### src/rtl/lat_align_pkg.sv
package lat_align_pkg;
  typedef enum logic [3:0] {
    ST_IDLE,
    ST_TX_RESET,
    ST_TX_WAIT,
    ST_RX_RESET,
    ST_RX_SETTLE,
    ST_MEASURE_MAX,
    ST_MEASURE_TARGET,
    ST_LOCKED,
    ST_FAIL
  } align_state_e;
endpackage

### src/rtl/la_cycle_timer.sv
module la_cycle_timer #(
  parameter int unsigned CNT_W = 8
) (
  input  logic             clk_i,
  input  logic             rst_ni,
  input  logic             clr_i,
  output logic [CNT_W-1:0] cnt_o
);
  logic [CNT_W-1:0] cnt_q;

  always_ff @(posedge clk_i or negedge rst_ni) begin
    if (!rst_ni)              cnt_q <= '0;
    else if (clr_i)           cnt_q <= '0;
    else if (cnt_q != '1)     cnt_q <= cnt_q + 1'b1;
  end

  assign cnt_o = cnt_q;
endmodule

### src/rtl/la_retry_cnt.sv
module la_retry_cnt #(
  parameter int unsigned MAX_TRIES = 255
) (
  input  logic clk_i,
  input  logic rst_ni,
  input  logic clr_i,
  input  logic inc_i,
  output logic spent_o
);
  localparam int unsigned TRY_W = $clog2(MAX_TRIES + 1);
  localparam logic [TRY_W-1:0] LIMIT = TRY_W'(MAX_TRIES);

  logic [TRY_W-1:0] cnt_q;

  always_ff @(posedge clk_i or negedge rst_ni) begin
    if (!rst_ni)      cnt_q <= '0;
    else if (clr_i)   cnt_q <= inc_i ? TRY_W'(1) : '0;
    else if (inc_i)   cnt_q <= cnt_q + 1'b1;
  end

  assign spent_o = (cnt_q >= LIMIT);
endmodule

### src/rtl/la_code_eq.sv
module la_code_eq #(
  parameter int unsigned PHASE_W = 4,
  parameter int unsigned REF     = 0
) (
  input  logic [PHASE_W-1:0] code_i,
  output logic               hit_o
);
  localparam logic [PHASE_W-1:0] REF_CODE = PHASE_W'(REF);
  assign hit_o = (code_i == REF_CODE);
endmodule

### src/rtl/lat_align_ctrl.sv
module lat_align_ctrl
  import lat_align_pkg::*;
#(
  parameter int unsigned PHASE_W      = 4,
  parameter int unsigned NUM_PHASES   = 10,
  parameter int unsigned TARGET_PHASE = 0,
  parameter int unsigned CNT_W        = 8,
  parameter int unsigned MAX_TRIES    = 255
) (
  input  logic               clk_i,
  input  logic               rst_ni,
  input  logic               start_i,
  input  logic               lol_i,
  input  logic [CNT_W-1:0]   rst_len_i,
  input  logic [CNT_W-1:0]   settle_len_i,
  input  logic [PHASE_W-1:0] tx_phase_i,
  input  logic               tx_phase_vld_i,
  input  logic [PHASE_W-1:0] rx_phase_i,
  input  logic               rx_phase_vld_i,
  output logic               tx_rst_o,
  output logic               rx_rst_o,
  output logic               busy_o,
  output logic               done_o,
  output logic               err_o
);
  localparam int unsigned MAX_DIFF = NUM_PHASES - 1;
  localparam int unsigned EW       = CNT_W + 1;

  align_state_e     state_q, state_d;
  logic             stage2_q, stage2_d;
  logic [CNT_W-1:0] tmr_cnt;
  logic             tmr_clr;
  logic [EW-1:0]    cnt_nx, rst_eff, settle_eff;
  logic             rst_last, settle_last, settled;
  logic             tx_hit, rx_max_hit, rx_tgt_hit;
  logic             try_clr, try_inc, try_spent;

  la_cycle_timer #(.CNT_W(CNT_W)) u_timer (
    .clk_i (clk_i),
    .rst_ni(rst_ni),
    .clr_i (tmr_clr),
    .cnt_o (tmr_cnt)
  );

  la_retry_cnt #(.MAX_TRIES(MAX_TRIES)) u_retry (
    .clk_i  (clk_i),
    .rst_ni (rst_ni),
    .clr_i  (try_clr),
    .inc_i  (try_inc),
    .spent_o(try_spent)
  );

  la_code_eq #(.PHASE_W(PHASE_W), .REF(TARGET_PHASE)) u_tx_tgt (
    .code_i(tx_phase_i), .hit_o(tx_hit)
  );
  la_code_eq #(.PHASE_W(PHASE_W), .REF(MAX_DIFF)) u_rx_max (
    .code_i(rx_phase_i), .hit_o(rx_max_hit)
  );
  la_code_eq #(.PHASE_W(PHASE_W), .REF(TARGET_PHASE)) u_rx_tgt (
    .code_i(rx_phase_i), .hit_o(rx_tgt_hit)
  );

  // zero lengths behave as one cycle
  assign rst_eff     = (rst_len_i == '0)    ? EW'(1) : {1'b0, rst_len_i};
  assign settle_eff  = (settle_len_i == '0) ? EW'(1) : {1'b0, settle_len_i};
  assign cnt_nx      = {1'b0, tmr_cnt} + EW'(1);
  assign rst_last    = (cnt_nx >= rst_eff);
  assign settle_last = (cnt_nx >= settle_eff);
  assign settled     = ({1'b0, tmr_cnt} >= settle_eff);

  always_comb begin
    state_d  = state_q;
    stage2_d = stage2_q;
    try_clr  = 1'b0;
    unique case (state_q)
      ST_IDLE, ST_LOCKED, ST_FAIL: begin
        if (start_i) begin
          state_d  = ST_TX_RESET;
          stage2_d = 1'b0;
          try_clr  = 1'b1;
        end else if (state_q == ST_LOCKED && lol_i) begin
          state_d = ST_IDLE;
        end
      end
      ST_TX_RESET: if (rst_last) state_d = ST_TX_WAIT;
      ST_TX_WAIT: begin
        if (settled && tx_phase_vld_i) begin
          if (tx_hit) begin
            state_d = ST_RX_RESET;
            try_clr = 1'b1;
          end else if (try_spent) begin
            state_d = ST_FAIL;
          end else begin
            state_d = ST_TX_RESET;
          end
        end
      end
      ST_RX_RESET: if (rst_last) state_d = ST_RX_SETTLE;
      ST_RX_SETTLE: begin
        if (settle_last) state_d = stage2_q ? ST_MEASURE_TARGET : ST_MEASURE_MAX;
      end
      ST_MEASURE_MAX: begin
        if (rx_phase_vld_i) begin
          if (rx_max_hit) begin
            stage2_d = 1'b1;
            try_clr  = 1'b1;
            state_d  = ST_RX_RESET;
          end else if (try_spent) begin
            state_d = ST_FAIL;
          end else begin
            state_d = ST_RX_RESET;
          end
        end
      end
      ST_MEASURE_TARGET: begin
        if (rx_phase_vld_i) begin
          if (rx_tgt_hit)     state_d = ST_LOCKED;
          else if (try_spent) state_d = ST_FAIL;
          else                state_d = ST_RX_RESET;
        end
      end
      default: state_d = ST_IDLE;
    endcase
  end

  assign tmr_clr = (state_d != state_q);
  // count each fresh reset pulse in the current stage
  assign try_inc = (state_d == ST_TX_RESET && state_q != ST_TX_RESET) ||
                   (state_d == ST_RX_RESET && state_q != ST_RX_RESET);

  always_ff @(posedge clk_i or negedge rst_ni) begin
    if (!rst_ni) begin
      state_q  <= ST_IDLE;
      stage2_q <= 1'b0;
    end else begin
      state_q  <= state_d;
      stage2_q <= stage2_d;
    end
  end

  assign tx_rst_o = (state_q == ST_TX_RESET);
  assign rx_rst_o = (state_q == ST_RX_RESET);
  assign done_o   = (state_q == ST_LOCKED);
  assign err_o    = (state_q == ST_FAIL);
  assign busy_o   = !(state_q inside {ST_IDLE, ST_LOCKED, ST_FAIL});
endmodule

### config.mk
export PLATFORM = sky130hd
export DESIGN_NAME = lat_align_ctrl
export DESIGN_NICKNAME = d
export VERILOG_FILES = /design/src/rtl/lat_align_pkg.sv /design/src/rtl/la_cycle_timer.sv /design/src/rtl/la_retry_cnt.sv /design/src/rtl/la_code_eq.sv /design/src/rtl/lat_align_ctrl.sv
export SDC_FILE = /design/constraint.sdc
export NUM_CORES = 1
export LEC_CHECK = 0
export BUFFER_PORTS_ARGS = -buffer_cell sky130_fd_sc_hd__buf_2
export CAP_MARGIN = 20
export CORE_MARGIN = 1.5
export CORE_UTILIZATION = 57
export DETAILED_ROUTE_END_ITERATION = 16
export GPL_TIMING_DRIVEN = 0
export PLACE_DENSITY = 0.81
export SLEW_MARGIN = 10
export SYNTH_ARGS = -nofsm -noshare
export SYNTH_HDL_FRONTEND = slang
export SYNTH_SLANG_ARGS = --single-unit
### constraint.sdc
create_clock -name clk_i -period 3.7 [get_ports clk_i]
set_input_delay 0 -clock clk_i [delete_from_list [all_inputs] [get_ports clk_i]]
set_output_delay 0 -clock clk_i [all_outputs]
set_load 0.01 [all_outputs]
# Word level (Yosys, flattened, before mapping)
# Index checks and enable logic that the tools add are counted.
[totals] in_bits=30 output_inout_bits=5 elab_cells=78 register_bits=21
[classes] n_lt_le_gt_ge=4 addsub=3 n_mux=32 n_reduce_logical=17 n_eq_ne=18
[ops] cell="two-way mux 4 bit" count=13
[ops] cell="two-way mux 8 bit" count=6
[ops] cell="one-hot mux 4 bit (7 select lines)" count=1
[ops] cell=">= comparator 9 x 8 -> 1 bit" count=2
[ops] cell="adder 8 x 1 -> 8 bit, second input constant" count=2
[ops] cell="equality test 4 x 3 -> 1 bit, second input constant" count=4
[ops] cell="zero test 8 bit" count=2
[ops] cell="equality test 4 x 2 -> 1 bit, second input constant" count=3
[ops] cell="zero test 4 bit" count=3
[ops] cell="adder 8 x 1 -> 9 bit, second input constant" count=1
[ops] cell="two-way mux 1 bit" count=9
[ops] cell="equality test 4 x 1 -> 1 bit, second input constant" count=2
[ops] cell="equality test 4 bit, second input constant" count=2
[ops] cell=">= comparator 8 bit" count=1
[ops] cell=">= comparator 8 bit, second input constant" count=1
[ops] cell="inequality test 8 bit, second input constant" count=1
[ops] cell="inequality test 2 bit, second input constant" count=3
[ops] cell="nonzero test 2 bit" count=3
[ops] cell="logical AND 1 bit" count=4
[ops] cell="inequality test 4 x 1 -> 1 bit, second input constant" count=1
[ops] cell="inequality test 4 x 2 -> 1 bit, second input constant" count=1
[ops] cell="inequality test 4 bit" count=1
[ops] cell="AND reduction 4 bit" count=1
[ops] cell="one-hot mux 1 bit (3 select lines)" count=1
[ops] cell="6 further kinds" count=6

# Logic depth before layout (Yosys ltp)
[depth] ltp_word=11 ltp_mapped=12 depth_no_buf=11

# By module
# Synthesis repeated with hierarchy kept, for this count alone.
[unflattened] cells_unflattened=262 area_unflattened_um2=2207.1
[by_module_without_submodules] mod="lat_align_ctrl" cells_per_inst=179 instances=1 seq_area_each_um2=125.1 area_each_um2=1348.8
[by_module_without_submodules] mod="la_cycle_timer" cells_per_inst=41 instances=1 seq_area_each_um2=200.2 area_each_um2=421.7
[by_module_without_submodules] mod="la_retry_cnt" cells_per_inst=39 instances=1 seq_area_each_um2=200.2 area_each_um2=399.1
[by_module_without_submodules] mod="la_code_eq" cells_per_inst=1 instances=3 seq_area_each_um2=0.0 area_each_um2=12.5

# Worst setup path after synthesis
# Ideal clock, no wire load.
[synth_path] kind="reg2reg" startpoint="register u_timer.cnt_q[0] (netlist: u_timer.cnt_o[0])" endpoint="register u_retry.cnt_q[5]" path_buffers=1 required_ps=3581 setup_time_ps=119 stages_incl_launch_ff=13 arrival_ps=2812 path_slack_ps=769 path_cell_list="dfrtp_1 > ha_1 > nand3_1 > xnor2_1 > ha_1 > a21o_1 > a221o_1 > nor3_2 > o22ai_2 > nor3b_4 > buf_2 > nor4_1 > o21a_1"
[synth_between] elab_chain_cells=8 elab_cells_between_ends=19 classes_between="1 x add/sub; 3 x order compare; 2 x eq/ne; 8 x mux; 5 x reduce/logical"
[synth_rtl] element="from (decl)" line_no="la_cycle_timer.sv:9" text="logic [CNT_W-1:0] cnt_q;"
[synth_rtl] element="from (signal assigned)" line_no="la_cycle_timer.sv:14" text="else if (cnt_q != '1) cnt_q <= cnt_q + 1'b1;"
[synth_rtl] element="adder 8 x 1 -> 9 bit or >= comparator 8 bit (tied branches)" line_no="lat_align_ctrl.sv:66, lat_align_ctrl.sv:69"
[synth_rtl] element=">= comparator 9 x 8 -> 1 bit, or another cell as far along" line_no="lat_align_ctrl.sv:68" text="assign settle_last = (cnt_nx >= settle_eff);"
[synth_rtl] element="two-way mux 4 bit (on tied branches)"
[synth_rtl] element="one-hot mux 4 bit (7 select lines)" line_no="lat_align_ctrl.sv:75" text="unique case (state_q)"
[synth_rtl] element="equality test 4 x 1 -> 1 bit or equality test 4 x 2 -> 1 bit (tied branches)" line_no="lat_align_ctrl.sv:128, lat_align_ctrl.sv:129"
[synth_rtl] element="logical AND 1 bit (on tied branches)" line_no="lat_align_ctrl.sv:128, lat_align_ctrl.sv:129"
[synth_rtl] element="logical OR 1 bit" line_no="lat_align_ctrl.sv:128" text="assign try_inc = (state_d == ST_TX_RESET && state_q != ST_TX_RESET) ||"
[synth_rtl] element="nonzero test 2 bit (no source line)"
[synth_rtl] element="to (signal assigned)" line_no="la_retry_cnt.sv:17" text="else if (clr_i) cnt_q <= inc_i ? TRY_W'(1) : '0;"
[synth_rtl] element="to (signal assigned)" line_no="la_retry_cnt.sv:18" text="else if (inc_i) cnt_q <= cnt_q + 1'b1;"
[synth_rtl] element="to (decl)" line_no="la_retry_cnt.sv:13" text="logic [TRY_W-1:0] cnt_q;"
# Parallel ways exist; a longest one is shown, timed or not.
# A chain may end at the register's enable or synchronous reset.

# Worst setup path in the final report
# Same ends and word-level chain as after synthesis.

==> results.yml <==
run_status:
  status: "completed"
die:
  die_y_um: 63.3
  io_pins: 35
  row_count: 21
  initial_utilization_pct: 60.7
  die_w_um: 63.3
  core_sq_um: 3420
  die_area_sq_um: 4010
detailed_routing:
  wire_per_inst_um: 14.8
  first_iter_violations: 141
  drtPass1Iterations: 4
  vias: 2005
  vias_per_cell: 6.13
  drt-total-wl_um: 4830
  remaining_drc_errors: 0
  drtAntennaViolNets: 0
clocking:
  worstSkewPairLatency_ns: 0.31
  cts-htree-levels: 1
  cts-root-buf: "clkbuf_4"
  cts_buffers: 3
  cts.path.max_buffers: 2
  clk_pin_slew_ns: 0.12
  cts_tree: "done"
  cts_sinks: 21
finish:
  fin_util_pct: 68.9
  drive_gt1_share_pct: 20.3
  nets: 338
  mostFrequentLayoutCells: "40 x buf_2, 26 x ha_1, 23 x inv_1"
  layout_commonest_cell: "buf_2"
  synthToLayoutAreaGrowth_pct: 13.6
  num_antenna_cells: 0
  fillers: 294
job:
  maxCapViolations: 0
pwr:
  p_total_w: 0.00109
  ir_worst_vdd_uv: 310
  p_per_area_nw_per_um2: 464
  leakage_nw: 1.22
setup_path:
  crit_chain: "ha_1, nand3_1, xnor2_2, ha_1, a21o_1, a221o_1, nor3_2, o22ai_2, nor3b_4, buf_2, nor4_1, o21a_1"
  crit_type: "reg2reg"
  cp.required_ns: 3.92
  cp.arrival_ns: 3.67
  critical_path.slowest_cell: "dfrtp_1"
  cpPeakStageDelay_ns: 0.51
  start_kind: "register"
  crit_top_cell: "ha_1"
  cp-end-kind: "register"
  cp_max_fo: 10
sta:
  worst_pin_slew_ns: 0.844
  fin_tns_setup_ns: 0
  fmaxAchievable_mhz: 290
  layout_min_cycle_time_ns: 3.45
  setup_viol: 0
  rsz0062_at_grt: "false"
  finalHoldViolations: 0
  min_period_over_period_pct: 93.2
  setup_slack_ns: 0.251
  slew_violations: 0
  slew_headroom_pct: 43.2
  fin_skew_ns: 0.00650
global_route:
  antenna_found_initial: 0
  grt_pass1_vias: 1907
  grt_usage_pct: 26.2
  grt_remaining_overflow: 0
  grt_max_degree: 22
  grt_pass1_wl_um: 8480
placement:
  portBuffers: 34
  place_ws_ns: 0.184
  dpl.hpwl_um: 3820
  gp_congestion: 0.875
synth:
  ys.flop_type: "dfrtp_1"
  synth_area_per_cell_sq_um: 8.60
  syn_nets: 297
  synth_cell_types: 59
  netlist_area_sq_um: 2070
  yosys_warnings: 0
  synth_edf_count: 0
  ys_seq_elements: 21
  synth.yosys.seq_area_share_pct: 25.4
  syn_inst: 241
  async_flop_share_pct: 100
worst_hold_path:
  hp-class: "in2reg"
-- worst paths after layout --
kind	cells after the start	slack, ns	start	endpoint
max reg2reg	12	0.25	u_timer.cnt_o[0]	u_retry.cnt_q[5]
max	12	0.25	u_timer.cnt_o[0]	u_retry.cnt_q[5]
min in group asynchronous	2	0.16	rst_ni	u_retry.cnt_q[6]
min reg2reg	2	0.56	u_retry.cnt_q[7]	u_retry.cnt_q[7]
max in group asynchronous	2	3.21	rst_ni	u_timer.cnt_o[4]
min	3	0.03	start_i	state_q[3]
-- critical path: cells and delay by family (launching register included) --
| family | cells | cell delay (ns) |
|---|---|---|
| AO/OA/AOI/OAI | 4 | 0.86 |
| AND/OR/NAND/NOR | 4 | 0.87 |
| XOR/XNOR | 1 | 0.26 |
| adder cells (fa/ha/maj) | 2 | 0.57 |
| flip-flops | 1 | 0.51 |
| buffers and inverters | 1 | 0.28 |
-- final cells by class --
class                           instances  area, sq um  area share [%]
Timing Repair Buffer                   36          188            7.97
Multi-Input combinational cell        189         1420            60.4
Clock inverter                          1         7.51           0.319
Sequential cell                        21          526            22.3
Tap cell                               46         57.6            2.44
Buffer                                  8         45.0            1.91
Clock buffer                            3         22.5           0.956
Inverter                               23         86.3            3.67
-- report_power, final --
part           switching [W]  internal (W)  leakage (nW)
sequential         0.0000573      0.000277         0.281
combinational       0.000387      0.000257         0.927
clock              0.0000729     0.0000412        0.0139
total               0.000518      0.000575          1.22
-- state kept, by name, indices dropped and copies added, names as in the netlist --
register / cells
u_timer.cnt_o: 8
state_q: 4
stage2_q: 1
u_retry.cnt_q: 8
-- routing by layer --
layer / part of all wire (%) / track usage (%) / up-vias
met1: 46 / 37.5 / 935
met3: 6.9 / 4.29 / 6
met4: 1.1 / 6.52 / 0
met5: 0 / 0 / -
li1: - / - / 996
met2: 46 / 41.4 / 68
-- through the flow --
stage	area [sq um]	hold WS (ns)	cells
2_1_floorplan	2070	-0.296	241
3_3_place_gp	2300	-0.0136	321
3_5_place_dp	2300	-0.0233	321
4_1_cts	2340	0.0331	326
5_1_grt	2350	0.0425	327
6_report	2350	0.0344	327
-- Yosys cell counts, types with 2 or more instances --
cell type,instances,area share [%]
ha_1,26,16
inv_1,23,4.2
dfrtp_1,21,25
a21oi_1,13,3.1
nand2_1,13,2.4
nor2_1,13,2.4
nor3_1,11,2.7
nand3_1,9,2.2
xnor2_1,8,3.4
and3_1,7,2.1
o21ai_0,7,1.7
a21o_1,6,2.2
buf_2,6,1.4
o31ai_1,6,2.2
nand4_1,5,1.5
nor4_1,5,1.5
or4_1,5,1.8
a31oi_1,4,1.2
and4_1,3,1.3
nor2b_1,3,0.91
a21boi_0,2,0.72
a221o_1,2,0.97
a22oi_1,2,0.72
a41o_1,2,0.97
and4b_1,2,0.97
nor3_2,2,0.97
o21a_1,2,0.72
or3_1,2,0.60
-- logic make-up after synthesis --
kind of cell               Yosys count  synth area share (%)
and+or+nand+nor                     88                  24.8
adders and majority gates           26                  15.7
DFF                                 21                  25.4
xor gates and xnor gates            10                  4.59
AOI/OAI and AO/OA                   64                  22.8
buffers and inverters               31                  6.34
muxes                                1                 0.483
-- what timing repair did --
action,CTS,global route
endpoints found under the setup margin,0,10
hold buffers,1,0
gates resized for setup,0,1
endpoints found under the hold margin,21,0
buffers inserted,0,1
Note: power is estimated with default switching activity, not from simulation.
